$ cat config.mk
export PLATFORM = sky130hd
export DESIGN_NAME = sleep_dur_ctrl
export DESIGN_NICKNAME = d
export VERILOG_FILES = /design/src/rtl/slp_pkg.sv /design/src/rtl/slp_dur_counter.sv /design/src/rtl/slp_seq_fsm.sv /design/src/rtl/sleep_dur_ctrl.sv
export SDC_FILE = /design/constraint.sdc
export NUM_CORES = 1
export LEC_CHECK = 0
export BUFFER_PORTS_ARGS = -buffer_cell sky130_fd_sc_hd__buf_2
export CELL_PAD_IN_SITES_DETAIL_PLACEMENT = 1
export CELL_PAD_IN_SITES_GLOBAL_PLACEMENT = 2
export CORE_MARGIN = 3
export CORE_UTILIZATION = 35
export DETAILED_ROUTE_END_ITERATION = 8
export PLACE_DENSITY_LB_ADDON = 0.15
export SLEW_MARGIN = 20
export SYNTH_ARGS = -nofsm -noshare
export SYNTH_HDL_FRONTEND = slang
export SYNTH_HIERARCHICAL = 1
export SYNTH_SLANG_ARGS = --single-unit
$ cat constraint.sdc
create_clock -name clk_i -period 2.69 [get_ports clk_i]
set_clock_uncertainty 0.15 [all_clocks]
set_input_delay 0.4035 -clock clk_i [delete_from_list [all_inputs] [get_ports clk_i]]
set_output_delay 0.4035 -clock clk_i [all_outputs]
set_load 0.01 [all_outputs]
$ cat src/rtl/slp_pkg.sv
package slp_pkg;

   typedef enum logic [2:0] {
      S_IDLE    = 3'd0,
      S_ARM     = 3'd1,
      S_PDWN    = 3'd2,
      S_RESTART = 3'd3,
      S_WAKE    = 3'd4
   } slp_state_e;

endpackage

$ cat src/rtl/slp_dur_counter.sv
module slp_dur_counter #(
   parameter int CNT_W      = 16,
   parameter bit COUNT_DOWN = 1'b0
) (
   input  logic             clk_i,
   input  logic             rst_i,
   input  logic             load_i,
   input  logic [CNT_W-1:0] limit_i,
   input  logic             run_i,
   input  logic             tick_i,
   output logic             done_o
);

   initial assert (CNT_W >= 1 && CNT_W <= 32);

   localparam logic [CNT_W-1:0] ONE  = CNT_W'(1);
   localparam logic [CNT_W-1:0] ZERO = '0;

   logic step;
   assign step = run_i & tick_i;

   generate
      if (COUNT_DOWN) begin : g_down
         logic [CNT_W-1:0] rem_q;

         always_ff @(posedge clk_i) begin
            if (rst_i)
               rem_q <= ZERO;
            else if (load_i)
               rem_q <= limit_i;
            else if (step && rem_q != ZERO)
               rem_q <= rem_q - ONE;
         end

         assign done_o = step && (rem_q == ZERO);
      end else begin : g_up
         logic [CNT_W-1:0] cnt_q;
         logic [CNT_W-1:0] lim_q;

         always_ff @(posedge clk_i) begin
            if (rst_i) begin
               cnt_q <= ZERO;
               lim_q <= ZERO;
            end else if (load_i) begin
               cnt_q <= ZERO;
               lim_q <= limit_i;
            end else if (step) begin
               cnt_q <= cnt_q + ONE;
            end
         end

         assign done_o = step && (cnt_q == lim_q);

         // the running count never passes its latched limit
         p_cnt_bound_r5: assert property (@(posedge clk_i) disable iff (rst_i)
            run_i |-> (cnt_q <= lim_q));
      end
   endgenerate

endmodule

$ cat src/rtl/slp_seq_fsm.sv
module slp_seq_fsm
   import slp_pkg::*;
(
   input  logic       clk_i,
   input  logic       rst_i,
   input  logic       tick_i,
   input  logic       sleep_req_i,
   input  logic       hcc_en_i,
   input  logic       m_done_i,
   input  logic       n_done_i,
   output slp_state_e state_o,
   output logic       accept_o
);

   slp_state_e state_q, state_d;

   assign accept_o = (state_q == S_IDLE) && sleep_req_i && hcc_en_i;

   always_comb begin
      state_d = state_q;
      unique case (state_q)
         S_IDLE:    if (accept_o) state_d = S_ARM;
         S_ARM:     if (tick_i)   state_d = S_PDWN;
         S_PDWN:    if (m_done_i) state_d = S_RESTART;
         S_RESTART: if (n_done_i) state_d = S_WAKE;
         S_WAKE:                  state_d = S_IDLE;
         default:                 state_d = S_IDLE;
      endcase
   end

   always_ff @(posedge clk_i) begin
      if (rst_i) state_q <= S_IDLE;
      else       state_q <= state_d;
   end

   assign state_o = state_q;

   // leaving idle happens only from idle, on an enabled request
   p_enter_from_idle_r11: assert property (@(posedge clk_i) disable iff (rst_i)
      (state_q == S_ARM && $past(state_q) != S_ARM) |->
         ($past(state_q) == S_IDLE && $past(hcc_en_i) && $past(sleep_req_i)));

   // the wake state lasts a single cycle
   p_wake_single_r7: assert property (@(posedge clk_i) disable iff (rst_i)
      (state_q == S_WAKE) |=> (state_q == S_IDLE));

endmodule

$ cat src/rtl/sleep_dur_ctrl.sv
module sleep_dur_ctrl
   import slp_pkg::*;
#(
   parameter int CNT_W      = 16,
   parameter bit COUNT_DOWN = 1'b0
) (
   input  logic             clk_i,
   input  logic             rst_i,
   input  logic             slow_tick_i,
   input  logic             sleep_req_i,
   input  logic             hcc_en_i,
   input  logic             irq_en_i,
   input  logic [CNT_W-1:0] m_count_i,
   input  logic [CNT_W-1:0] n_count_i,
   output logic             pd_req_o,
   output logic             clk1m_en_o,
   output logic             clk12m_en_o,
   output logic             seq_run_o,
   output logic             cpu_lock_o,
   output logic             wake_o,
   output logic             irq_o
);

   initial assert (CNT_W >= 1 && CNT_W <= 32);

   slp_state_e state;
   logic       accept;
   logic       m_done;
   logic       n_done;
   logic       clocks_off;

   slp_seq_fsm u_fsm (
      .clk_i       (clk_i),
      .rst_i       (rst_i),
      .tick_i      (slow_tick_i),
      .sleep_req_i (sleep_req_i),
      .hcc_en_i    (hcc_en_i),
      .m_done_i    (m_done),
      .n_done_i    (n_done),
      .state_o     (state),
      .accept_o    (accept)
   );

   slp_dur_counter #(.CNT_W(CNT_W), .COUNT_DOWN(COUNT_DOWN)) u_m_cnt (
      .clk_i   (clk_i),
      .rst_i   (rst_i),
      .load_i  (accept),
      .limit_i (m_count_i),
      .run_i   (state == S_PDWN),
      .tick_i  (slow_tick_i),
      .done_o  (m_done)
   );

   slp_dur_counter #(.CNT_W(CNT_W), .COUNT_DOWN(COUNT_DOWN)) u_n_cnt (
      .clk_i   (clk_i),
      .rst_i   (rst_i),
      .load_i  (accept),
      .limit_i (n_count_i),
      .run_i   (state == S_RESTART),
      .tick_i  (slow_tick_i),
      .done_o  (n_done)
   );

   assign clocks_off  = (state == S_PDWN) || (state == S_RESTART);
   assign clk1m_en_o  = ~clocks_off;
   assign clk12m_en_o = ~clocks_off;
   assign seq_run_o   = ~clocks_off;
   assign pd_req_o    = (state == S_ARM) || (state == S_PDWN);
   assign cpu_lock_o  = (state != S_IDLE);
   assign wake_o      = (state == S_WAKE);
   assign irq_o       = wake_o & irq_en_i;

   // a tick while requesting with clocks running stops the clocks
   p_stop_on_tick_r4: assert property (@(posedge clk_i) disable iff (rst_i)
      (pd_req_o && clk12m_en_o && slow_tick_i) |=> !clk12m_en_o && !seq_run_o);

   // the power-down request only falls right after a slow tick
   p_pd_fall_tick_r5: assert property (@(posedge clk_i) disable iff (rst_i)
      $fell(pd_req_o) |-> $past(slow_tick_i));

   // clocks only return right after a slow tick
   p_clk_rise_tick_r6: assert property (@(posedge clk_i) disable iff (rst_i)
      $rose(clk12m_en_o) |-> $past(slow_tick_i) && wake_o);

   // wake-up pulse is one cycle wide
   p_wake_pulse_r7: assert property (@(posedge clk_i) disable iff (rst_i)
      wake_o |=> !wake_o);

   // lockout covers the request and the wake-up cycle
   p_lock_cover_r9: assert property (@(posedge clk_i) disable iff (rst_i)
      (pd_req_o || wake_o) |-> cpu_lock_o);

   // the power-down request rises only after an enabled request
   p_pd_needs_hcc_r2: assert property (@(posedge clk_i) disable iff (rst_i)
      $rose(pd_req_o) |-> $past(hcc_en_i) && $past(sleep_req_i));

endmodule

* After elaboration in Yosys (flattened, before gate mapping)
Index checks and enable logic that the tools add are counted.
** Storage, ports and cells
- Bits in registers :: 67
- Output and inout port bits :: 7
- Logic and storage cells :: 36
** Operators by class
- Add/subtract/negate cells :: 2
- Equality and inequality tests :: 10
- Multiplexer cells :: 5
- Bitwise operators :: 4
- Reductions and logical operators :: 10
** Operator list (number)
- 16-bit by 1-bit adder with 16-bit output (second input constant) :: 2
- 16-bit equality test :: 2
- 3-bit 2-to-1 mux :: 4
- 3-bit one-hot mux with 4 select lines :: 1
- 2-bit inequality test (second input constant) :: 4
- 3-bit by 2-bit equality test with 1-bit output (second input constant) :: 2
- 1-bit logical AND :: 4
- 4-bit AND reduction :: 1
- 1-bit bitwise AND :: 3
- 3-bit by 1-bit equality test with 1-bit output (second input constant) :: 1
- 3-bit equality test (second input constant) :: 1
- 3-bit zero test :: 1
- 3-bit nonzero test :: 1
- 1-bit logical OR :: 2
- 2-bit OR reduction :: 1
- 1-bit NOT :: 1

* Logic depth before layout (Yosys ltp)
Gate-level depths: netlist of the first run.
- Word-level depth :: 5
- Mapped depth :: 8

* Cells and area by module
The synthesis of the first run kept the hierarchy.
** By module, submodules not included
- slp_dur_counter :: times used 2, cells an instance 161, area each 1526.5 um^2, seq. area each 640.6 um^2
- slp_seq_fsm :: times used 1, cells an instance 14, area each 143.9 um^2, seq. area each 60.1 um^2
- sleep_dur_ctrl :: times used 1, cells an instance 11, area each 70.1 um^2, seq. area each 0.0 um^2

* Least setup slack after synthesis of the first run
No wires, ideal clock.
- Kind :: reg2reg
- Start point :: register u_fsm.state_q[1], in the netlist u_fsm/state_o[1]
- End point :: register u_n_cnt.g_up.cnt_q[12]
- Library setup time :: 0.116 ns
- Arrival :: 1.877 ns
- Setup slack :: 0.547 ns
- Stages on the path, launching flop included :: 7
- Buffers on the path :: 0
- Cells stage by stage :: dfxtp_1 > nand2b_1 > nor2_1 > nand3_1 > nor4_4 > a21oi_1 > a31o_2
** On the way
- Cells in the longest elaborated chain, start to end :: 4
- Elaborated cells on any way between the ends :: 6
- Classes of those cells :: 1 x eq/ne; 1 x bitwise; 4 x reduce/logical
** RTL lines
- start, declared :: RTL line slp_seq_fsm.sv:15 : slp_state_e state_q, state_d;
- start signal, assigned :: RTL line slp_seq_fsm.sv:33 : else state_q <= state_d;
- 3-bit zero test :: RTL line slp_seq_fsm.sv:17 : assign accept_o = (state_q == S_IDLE) && sleep_req_i && hcc_en_i;
- 1-bit logical AND (2 in a row) :: RTL line slp_seq_fsm.sv:17
- 2-bit OR reduction (no line)
- end signal, assigned :: RTL line slp_dur_counter.sv:48 : cnt_q <= cnt_q + ONE;
- end, declared :: RTL line slp_dur_counter.sv:37 : logic [CNT_W-1:0] cnt_q;
Parallel ways exist; a longest one is shown, timed or not.
A chain may end at the register's enable or synchronous reset.

* Worst setup path after layout of the first run
- Start point :: register u_fsm.state_q[2], in the netlist u_fsm/state_o[2]
- End point :: register u_m_cnt.g_up.cnt_q[12]
** On the way
- Cells in the longest elaborated chain, start to end :: 4
- Elaborated cells on any way between the ends :: 6
- Classes of those cells :: 1 x eq/ne; 1 x bitwise; 4 x reduce/logical
** RTL lines (RTL line)
- 3-bit zero test :: slp_seq_fsm.sv:17
- 1-bit logical AND (2 in a row) :: slp_seq_fsm.sv:17
- 2-bit OR reduction (no line)
- end signal, assigned :: slp_dur_counter.sv:48
- end, declared :: slp_dur_counter.sv:37
Parallel ways exist; a longest one is shown, timed or not.

==> results of run 1 <==
==> worst max-delay path, delay by kind of cell (launching register included) <==
family,cells,cell delay (ps)
compound gates,2,330
flops,1,390
simple gates,4,1360
==> power groups by stage <==
stage	Clock [mW]	Sequential (mW)	Combinational, mW
3_5_place_dp	0	1.07	0.203
4_1_cts	0.789	1.04	0.204
6_report	0.749	1.04	0.200
5_1_grt	0.835	1.05	0.223
2_1_floorplan	0	1.06	0.131
3_3_place_gp	0	1.07	0.200
==> worst max-delay path by stage <==
stage | start | endpoint | cells past startpoint
after floorplan | u_fsm/state_o[1]$_SDFFE_PP0P_ | u_n_cnt/g_up.cnt_q[12]$_SDFFE_PP0P_ | 6
after global placement | u_fsm/state_o[2]$_SDFFE_PP0P_ | u_m_cnt/g_up.cnt_q[12]$_SDFFE_PP0P_ | 6
after detailed placement | u_fsm/state_o[2]$_SDFFE_PP0P_ | u_m_cnt/g_up.cnt_q[12]$_SDFFE_PP0P_ | 6
after CTS | u_fsm/state_o[2]$_SDFFE_PP0P_ | u_m_cnt/g_up.cnt_q[12]$_SDFFE_PP0P_ | 6
after global routing | u_fsm/state_o[2]$_SDFFE_PP0P_ | u_m_cnt/g_up.cnt_q[12]$_SDFFE_PP0P_ | 6
final | u_fsm/state_o[2]$_SDFFE_PP0P_ | u_m_cnt/g_up.cnt_q[12]$_SDFFE_PP0P_ | 6
==> cell usage in the layout, fill, tap and decap left out, types with 3 or more instances in the layout <==
cell type	count
xor2_1	36
or3_1	3
a41o_1	4
nor2_1	67
nor4_4	4
inv_1	7
nand3_1	8
and3_1	4
dfxtp_1	67
a31o_2	4
nand2_1	18
clkbuf_1	3
a21oi_1	8
clkbuf_8	11
a31oi_1	4
mux2i_1	32
buf_4	7
nand4_4	4
nor4_1	8
buf_2	44
nor3_1	13
xnor2_1	17
==> cell families (layout without fill, tap and decap cells) <==
logic type / Yosys count / in the layout / share of synthesized area
mux: 32 / 32 / 0.0980
buf+inv: 25 / 74 / 0.0372
simple gates: 142 / 142 / 0.247
xor+xnor: 53 / 53 / 0.142
compound gates: 26 / 26 / 0.0574
fa+ha+maj: 2 / 2 / 0.00766
flops: 67 / 67 / 0.411
==> sequential cells by signal, indices dropped and copies added (netlist names) <==
register,count
u_m_cnt/g_up.cnt_q,16
u_fsm/state_o,3
u_n_cnt/g_up.cnt_q,16
u_m_cnt/g_up.lim_q,16
u_n_cnt/g_up.lim_q,16
==> cell type report <==
type,instances,area [µm²],area share
inverters,7,26.3,0.00699
multi-input cells,255,1810,0.482
clock inverters,2,10.0,0.00266
well taps,108,135,0.0360
repair buffers,51,273,0.0726
flip-flops and latches,67,1340,0.357
clock buffers,14,163,0.0433
==> routing by layer <==
| metal | share of wire | global-route usage | wire [µm] |
|---|---|---|---|
| met1 | 0.43 | 0.173 | 3270 |
| met2 | 0.53 | 0.272 | 4060 |
| met3 | 0.026 | 0.0541 | 200 |
| met4 | 0.012 | 0.0394 | 89 |
| met5 | 0 | 0 | 0 |
==> per-stage QoR <==
stage	std cells	setup slack, ps	cell area (µm²)	total power, mW	hold slack (ps)
final	504	359	3760	1.99	140
after CTS	504	345	3760	2.04	126
after global routing	504	137	3760	2.10	118
after global placement	488	349	3590	1.27	343
after floorplan	347	547	3270	1.19	329
after detailed placement	488	370	3590	1.27	355
==> flow_summary_export.csv, run 1 <==
group,metric,value,unit
routing,wl,7620,µm
sta,setup_viol,0,
critical_path,slowest_stage,"nor4_4",
critical_path,path_cells,"nand2b_1, nor2_1, nand3_1, nor4_4, a21oi_1, a31o_2",
clock_network,clkLatencyLatePin,340,ps
power_and_ir_drop,pwr-share-clk,0.376,
power_and_ir_drop,p_int,1.49,mW
sta,max_freq,0.429,GHz
power_and_ir_drop,p_per_area,530,nW/µm²
routing,ant_nets,0,
sta,timing.final.hold_violations,0,
die,rows,34,
finish,fin_util,0.423,
routing,vias,2506,
power_and_ir_drop,share_comb_of_total_power,0.100,
power_and_ir_drop,p_sw,0.497,mW
power_and_ir_drop,seqPwrFrac,0.524,
synthesis,synth_top_area_cell,"dfxtp_1",
synthesis,dominantRegCellSynth,"dfxtp_1",
global_route,grtUsageTotal,0.153,
routing,firstDrtPassIters,3,
die,die_x,103,µm
placement,io_buffer_count,44,
critical_path,crit_required,2780,ps
clock_network,ctsHoldBuffers,0,
global_route,first_global_vias,2533,
clock_network,post_cts_buffers,0,
placement,gp_congestion,0.794,
die,ios,45,
sta,fin_crit_sh,0.867,
power_and_ir_drop,total_leakage_power,1.70,nW
die,die_h,103,µm
global_route,grt_pass1_wl,12300,µm
clock_network,cts.reportedPaths.clkPinSlew,70,ps
critical_path,worstPathArrival,2420,ps
routing,wl_per_cell,15.1,µm
synthesis,synth.cell_area,3270,µm²
finish,final_nets,431,
sta,rsz0062_at_grt,"false",
worst_hold_path,worstHoldPathCells,3,
critical_path,rr_endpoint,"u_m_cnt/g_up.cnt_q[12]$_SDFFE_PP0P_",
synthesis,synth_seq_cells,67,
power_and_ir_drop,irDropWorstVdd,0.253,mV
synthesis,ys_seq_area_frac,0.411,
critical_path,r2r_setup_slack,360,ps
synthesis,ys_types,37,
clock_network,clockBufferDepth,2,
synthesis,synth_edf_count,0,
critical_path,slowest_delay,440,ps
finish,drive_gt1_frac,0.215,
synthesis,synth_top_cell_area_share,0.411,
critical_path,cp-end-kind,"flip-flop",
worst_hold_path,hold_class,"primary input to flip-flop",
synthesis,synth-async-reset-ratio,0,
sta,slew_viol_final,0,
routing,drt_iter0_markers,49,
finish,syn_to_final_growth,15.1,%
sta,max_slew_margin,0.679,
routing,routed_via_density,4.97,
synthesis,syn-num-nets,387,
global_route,grt-ovfl-total,0,
clock_network,clock_sinks,67,
die,core_area,8890,µm²
clock_network,numCtsBuffers,9,
clock_network,htree_levels,3,
sta,finalCriticalPeriod,2330,ps
global_route,antenna_found_initial,0,
synthesis,synth_area_leaders,"dfxtp_1 41%, mux2i_1 9.8%, xor2_1 9.7%",
routing,post-route-drc-count,0,
run_status,outcome,"completed",
die,start_util,0.367,
die,design.die.area,10500,µm²
global_route,grt_max_degree,23,
clock_network,cts_resized,0,
worst_hold_path,hold_start,"m_count_i[15]",
clock_network,cts_tree,"done",
critical_path,criticalPathCategory,"flip-flop to flip-flop",
run,cap_violations,0,
critical_path,r2r_start,"u_fsm/state_o[2]$_SDFFE_PP0P_",
synthesis,avgSynthCellArea,9.41,µm²
finish,n_antenna_cell,0,
critical_path,crit_fanout,8,
sta,tightestPinTransition,481,ps
synthesis,yosys-top-cells-count,"67 x dfxtp_1, 67 x nor2_1, 36 x xor2_1",
synthesis,synthCells,347,
finish,fillers,1046,
worst_hold_path,hold_path_end,"u_m_cnt/g_up.lim_q[15]$_SDFFE_PP0P_",
sta,fin_setup_tns,0,ps
clock_network,cts_root_buf,"clkbuf_8",
critical_path,critPathLaunchType,"flip-flop",
power_and_ir_drop,swShare,0.250,
placement,dp_hpwl,5650,µm
critical_path,ff2ff_path_depth,6,
synthesis,ys.warnings.count,6,
Power figures use the tool's default switching activity.
==> inputs of run 2 (changes only) <==
Settings changed: CORE_UTILIZATION 35 to 32.
Clock period 2.69 ns to 2.1 ns, I/O delays scaled along.
==> run 2 against run 1 <==
Net effect:
- combinational power up 40%
- flip-flop and latch count did not move
- utilization down 0.98 points
- global-route usage rose by 0.26 points
- sequential power rose by 28%
- first-iteration DRC count increased by 10%
- final area up 8.4%
- fmax rose by 19%
- wire length grew 6.9%
- critical path type unchanged
==> flow_summary_export.csv, run 2 (same netlist as run 1, synthesis figures left out) <==
group,metric,value,unit
run_status,outcome,"completed",
sta,setup_viol,0,
sta,timing.final.hold_violations,0,
worst_hold_path,worstHoldPathCells,3,
clock_network,cts_tree,"done",
clock_network,htree_levels,3,
placement,dp.cells,533,
placement,io_buffer_count,44,
routing,wl,8150,µm
critical_path,r2r_setup_slack,140,ps
clock_network,numCtsBuffers,9,
sta,max_slew_margin,0.732,
power_and_ir_drop,irDropWorstVdd,0.326,mV
routing,vias,2582,
global_route,grt_max_degree,19,
die,core_area,9860,µm²
finish,syn_to_final_growth,24.7,%
routing,firstDrtPassIters,4,
die,rows,36,
sta,rsz0062_at_grt,"true",
finish,final_nets,451,
global_route,grt_pass1_wl,13900,µm
clock_network,ctsHoldBuffers,0,
critical_path,criticalPathCategory,"flip-flop to flip-flop",
placement,place_area,3770,µm²
critical_path,ff2ff_path_depth,6,
finish,fin_util,0.413,
routing,post-route-drc-count,0,
critical_path,crit_fanout,4,
worst_hold_path,hold_class,"primary input to flip-flop",
critical_path,path_cells,"xor2_1, nor4_2, nand4_1, nor3_2, a211oi_1, a2111oi_2",
finish,fin_area,4070,µm²
critical_path,r2r_start,"u_m_cnt/g_up.cnt_q[9]$_SDFFE_PP0P_",
sta,slew_viol_final,0,
clock_network,cts_root_buf,"clkbuf_8",
die,die_x,107,µm
finish,final_common_cell,"nor2_1",
finish,drive_gt1_frac,0.286,
global_route,first_global_vias,2812,
finish,final_cell_mix,"67 x nor2_1, 61 x dfxtp_1, 44 x buf_2",
global_route,antenna_found_initial,0,
placement,dp_hpwl,6180,µm
finish,instances_no_fill,549,
global_route,grt-ovfl-total,0,
critical_path,rr_endpoint,"u_fsm/state_o[0]$_SDFFE_PP0P_",
placement,gp_congestion,0.762,
run,cap_violations,0,
clock_network,cts.reportedPaths.clkPinSlew,80,ps
finish,n_antenna_cell,0,
power_and_ir_drop,p_per_area,750,nW/µm²
critical_path,slowest_delay,360,ps
global_route,grtUsageTotal,0.155,
die,start_util,0.331,
critical_path,cp-end-kind,"flip-flop",
power_and_ir_drop,total_leakage_power,1.85,nW
die,design.die.area,11500,µm²
clock_network,post_cts_buffers,0,
sta,fin_crit_sh,0.935,
worst_hold_path,hold_path_end,"u_m_cnt/g_up.lim_q[11]$_SDFFE_PP0P_",
sta,max_freq,0.509,GHz
clock_network,clockBufferDepth,2,
critical_path,slowest_stage,"dfxtp_2",
die,ios,45,
die,die_h,107,µm
routing,ant_nets,0,
sta,finalCriticalPeriod,1960,ps
clock_network,clock_sinks,67,
routing,wl_per_cell,14.8,µm
routing,drt_iter0_markers,54,
worst_hold_path,hold_start,"m_count_i[11]",
routing,routed_via_density,4.70,
critical_path,worstPathArrival,2060,ps
clock_network,clkLatencyLatePin,340,ps
critical_path,crit_required,2190,ps
critical_path,critPathLaunchType,"flip-flop",
sta,tightestPinTransition,398,ps
run 2: cell count changes in the layout (fill, tap and decap cells not counted), moves of 4 or more:
cell	previous run	this run
dfxtp_2	0	6
bufinv_16	0	4
nor4_2	1	5
dfxtp_1	67	61
buf_4	7	27
nor4_1	8	4
run 2: cell type report:
cell class                      instances  area (µm²)
Inverter                                7        26.3
Fill cell                            1151        5790
Timing Repair Buffer                   71         423
Tap cell                              133         166
Clock buffer                           10         128
Sequential cell                        67        1350
Clock inverter                          6         136
Multi-Input combinational cell        255        1850
run 2: where the power goes:
part | internal [mW] | switching [mW] | total (mW)
Sequential | 1.31 | 0.0274 | 1.33
Clock | 0.914 | 0.529 | 1.44
Combinational | 0.133 | 0.148 | 0.281
run 2: critical path: cells and delay by family (launching register included):
| family | cells | cell delay [ps] |
|---|---|---|
| and+or+nand+nor | 3 | 740 |
| xor gates and xnor gates | 1 | 180 |
| AOI/OAI and AO/OA | 2 | 430 |
| DFF | 1 | 360 |
run 2: per-layer routing:
layer,GRT usage,vias up,share of wire
met3,0.0373,7,0.025
met4,0.0502,0,0.014
met5,0,-,0
met1,0.182,1243,0.43
met2,0.277,24,0.53
li1,-,1308,-
run 2: what timing repair did:
action,in CTS,in global routing
gates resized for setup,6,6
pin swaps,0,3
setup endpoints to repair,1,7
run 2: worst max-delay path by stage:
stage | start | slack [ps] | end
after detailed placement | u_m_cnt/g_up.cnt_q[11]$_SDFFE_PP0P_ | -60 | u_fsm/state_o[0]$_SDFFE_PP0P_
after CTS | u_m_cnt/g_up.cnt_q[0]$_SDFFE_PP0P_ | 0.1 | u_fsm/state_o[0]$_SDFFE_PP0P_
after floorplan | u_fsm/state_o[1]$_SDFFE_PP0P_ | -40 | u_n_cnt/g_up.cnt_q[12]$_SDFFE_PP0P_
final | u_m_cnt/g_up.cnt_q[9]$_SDFFE_PP0P_ | 140 | u_fsm/state_o[0]$_SDFFE_PP0P_
after global routing | u_m_cnt/g_up.cnt_q[9]$_SDFFE_PP0P_ | -10 | u_fsm/state_o[0]$_SDFFE_PP0P_
after global placement | u_m_cnt/g_up.cnt_q[1]$_SDFFE_PP0P_ | 2 | u_fsm/state_o[0]$_SDFFE_PP0P_
run 2: through the flow:
step | hold WS, ps | TNS (ps) | worst slack (ps) | power, mW
finish | 53.4 | 0 | 136 | 3.06
global route | 38.3 | -10.3 | -10.3 | 3.21
CTS | 32.5 | 0 | 0.117 | 3.11
detailed placement | 355 | -63.2 | -63.2 | 1.64
global placement | 343 | 0 | 1.92 | 1.64
floorplan | 241 | -296 | -43.4 | 1.53
==> inputs of run 3 (changes only) <==
--- a/constraint.sdc
+++ b/constraint.sdc
@@ -4,2 +4,2 @@
 set_output_delay 0.315 -clock clk_i [all_outputs]
-set_load 0.01 [all_outputs]
+set_load 0.02 [all_outputs]
==> run 3 against run 2 <==
Net effect:
- critical path depth stayed put
- die area is the same
- total power fell by 3.7%
- clock power decreased by 8%
==> flow_summary_export.csv, run 3 (same netlist as run 1, synthesis figures left out) <==
group,metric,value,unit
sta,rsz0062_at_grt,"true",
finish,syn_to_final_growth,23.9,%
routing,drt_iter0_markers,42,
finish,fillers,1121,
sta,tightestPinTransition,419,ps
die,die_x,107,µm
power_and_ir_drop,total_power,2.94,mW
worst_hold_path,worstHoldPathCells,3,
critical_path,crit_fanout,4,
routing,highest_layer,"met4",
finish,multi_input_area,1860,µm²
critical_path,ff2ff_path_depth,6,
sta,fin_crit_sh,0.965,
critical_path,worstPathArrival,2120,ps
global_route,grtUsageTotal,0.151,
sta,final.setup.worst_slack,73.9,ps
routing,wl,8230,µm
global_route,antenna_found_initial,0,
routing,firstDrtPassIters,4,
routing,wl_met3,203,µm
clock_network,ctsHoldBuffers,0,
placement,dp_hpwl,6260,µm
finish,drive_gt1_frac,0.276,
routing,wl_per_cell,15.1,µm
critical_path,cp-end-kind,"flip-flop",
critical_path,crit_required,2190,ps
power_and_ir_drop,irDropWorstVdd,0.249,mV
finish,fin_area,4050,µm²
clock_network,numCtsBuffers,9,
clock_network,cts_tree,"done",
sta,timing.final.hold_violations,0,
power_and_ir_drop,total_leakage_power,1.83,nW
finish,fin_util,0.410,
routing,vias,2560,
routing,ant_nets,0,
clock_network,clock_sinks,67,
routing,met1_length,3590,µm
die,rows,36,
routing,wl_met2,4310,µm
critical_path,crit_start,"u_m_cnt/g_up.cnt_q[9]$_SDFFE_PP0P_",
critical_path,critPathLaunchType,"flip-flop",
worst_hold_path,hold_class,"primary input to flip-flop",
clock_network,cts_root_buf,"clkbuf_8",
global_route,grt_max_degree,20,
sta,slew_viol_final,0,
clock_network,clockBufferDepth,2,
sta,setup_viol,0,
sta,max_slew_margin,0.720,
worst_hold_path,hold_start,"m_count_i[5]",
routing,routed_via_density,4.69,
die,core_area,9860,µm²
placement,io_buffer_count,44,
clock_network,clkLatencyLatePin,340,ps
routing,post-route-drc-count,0,
critical_path,crit_end,"u_fsm/state_o[0]$_SDFFE_PP0P_",
sta,hold_ws,54.1,ps
global_route,first_global_vias,2751,
die,design.die.area,11500,µm²
placement,gp_congestion,0.774,
finish,final_cell_mix,"67 x dfxtp_1, 65 x nor2_1, 44 x buf_2",
clock_network,htree_levels,3,
global_route,grt_pass1_wl,13500,µm
sta,finalCriticalPeriod,2030,ps
critical_path,rr_endpoint,"u_fsm/state_o[0]$_SDFFE_PP0P_",
placement,dp.cells,530,
global_route,grt-ovfl-total,0,
die,ios,45,
placement,place_ws,-81.3,ps
finish,final_common_cell,"dfxtp_1",
power_and_ir_drop,p_per_area,728,nW/µm²
die,die_h,107,µm
critical_path,criticalPathCategory,"flip-flop to flip-flop",
critical_path,r2r_setup_slack,70,ps
finish,instances_no_fill,546,
clock_network,cts.reportedPaths.clkPinSlew,80,ps
placement,place_area,3760,µm²
finish,regArea,1340,µm²
sta,fin_setup_tns,0,ps
die,start_util,0.331,
run_status,outcome,"completed",
critical_path,r2r_start,"u_m_cnt/g_up.cnt_q[9]$_SDFFE_PP0P_",
run,cap_violations,0,
finish,final_nets,448,
sta,max_freq,0.494,GHz
finish,n_antenna_cell,0,
[run 3: cell count changes in the layout (fill, tap and decap cells not counted), moves of 2 or more]
cell / before / now
buf_4: 27 / 23
clkinv_2: 0 / 2
nor2_1: 67 / 65
dfxtp_2: 6 / 0
nor2_2: 0 / 2
dfxtp_1: 61 / 67
[run 3: metal layers]
layer,up-vias,GRT usage
met3,8,0.0355
met4,0,0.0530
met1,1229,0.175
met2,25,0.269
met5,-,0
li1,1298,-
[run 3: worst min-delay path by stage]
stage	to	slack, ps
6_report	u_m_cnt/g_up.lim_q[5]$_SDFFE_PP0P_	50
5_1_grt	u_n_cnt/g_up.lim_q[14]$_SDFFE_PP0P_	50
4_1_cts	u_m_cnt/g_up.lim_q[13]$_SDFFE_PP0P_	40
3_5_place_dp	u_n_cnt/g_up.lim_q[3]$_SDFFE_PP0P_	360
3_3_place_gp	u_m_cnt/g_up.lim_q[14]$_SDFFE_PP0P_	340
2_1_floorplan	u_fsm/state_o[0]$_SDFFE_PP0P_	240
[run 3: power by group]
part / switching [mW] / leakage [nW] / internal [mW]
Clock: 0.501 / 0.123 / 0.818
Sequential: 0.0272 / 0.543 / 1.31
Combinational: 0.158 / 1.17 / 0.134
Total: 0.686 / 1.83 / 2.26
[run 3: critical path, cell delays in order, from the launching register on]
cell and delay (ps):
dfxtp_1 360, xor2_1 190, nor4_2 420, nand4_1 160, nor3_2 230, a211oi_1 110, a2111oi_2 310
[run 3: what timing repair did]
action                     CTS  global route
pin swaps                    0             3
resized for setup            3             4
setup endpoints to repair    2             6
setup buffers                0             0
[run 3: area by class of cell]
class	count	area share
clock buffer	11	0.0349
clock inverter	5	0.0247
timing repair buffer	68	0.102
tap	133	0.0411
inverter	7	0.00649
sequential	67	0.331
multi-input combinational	255	0.459
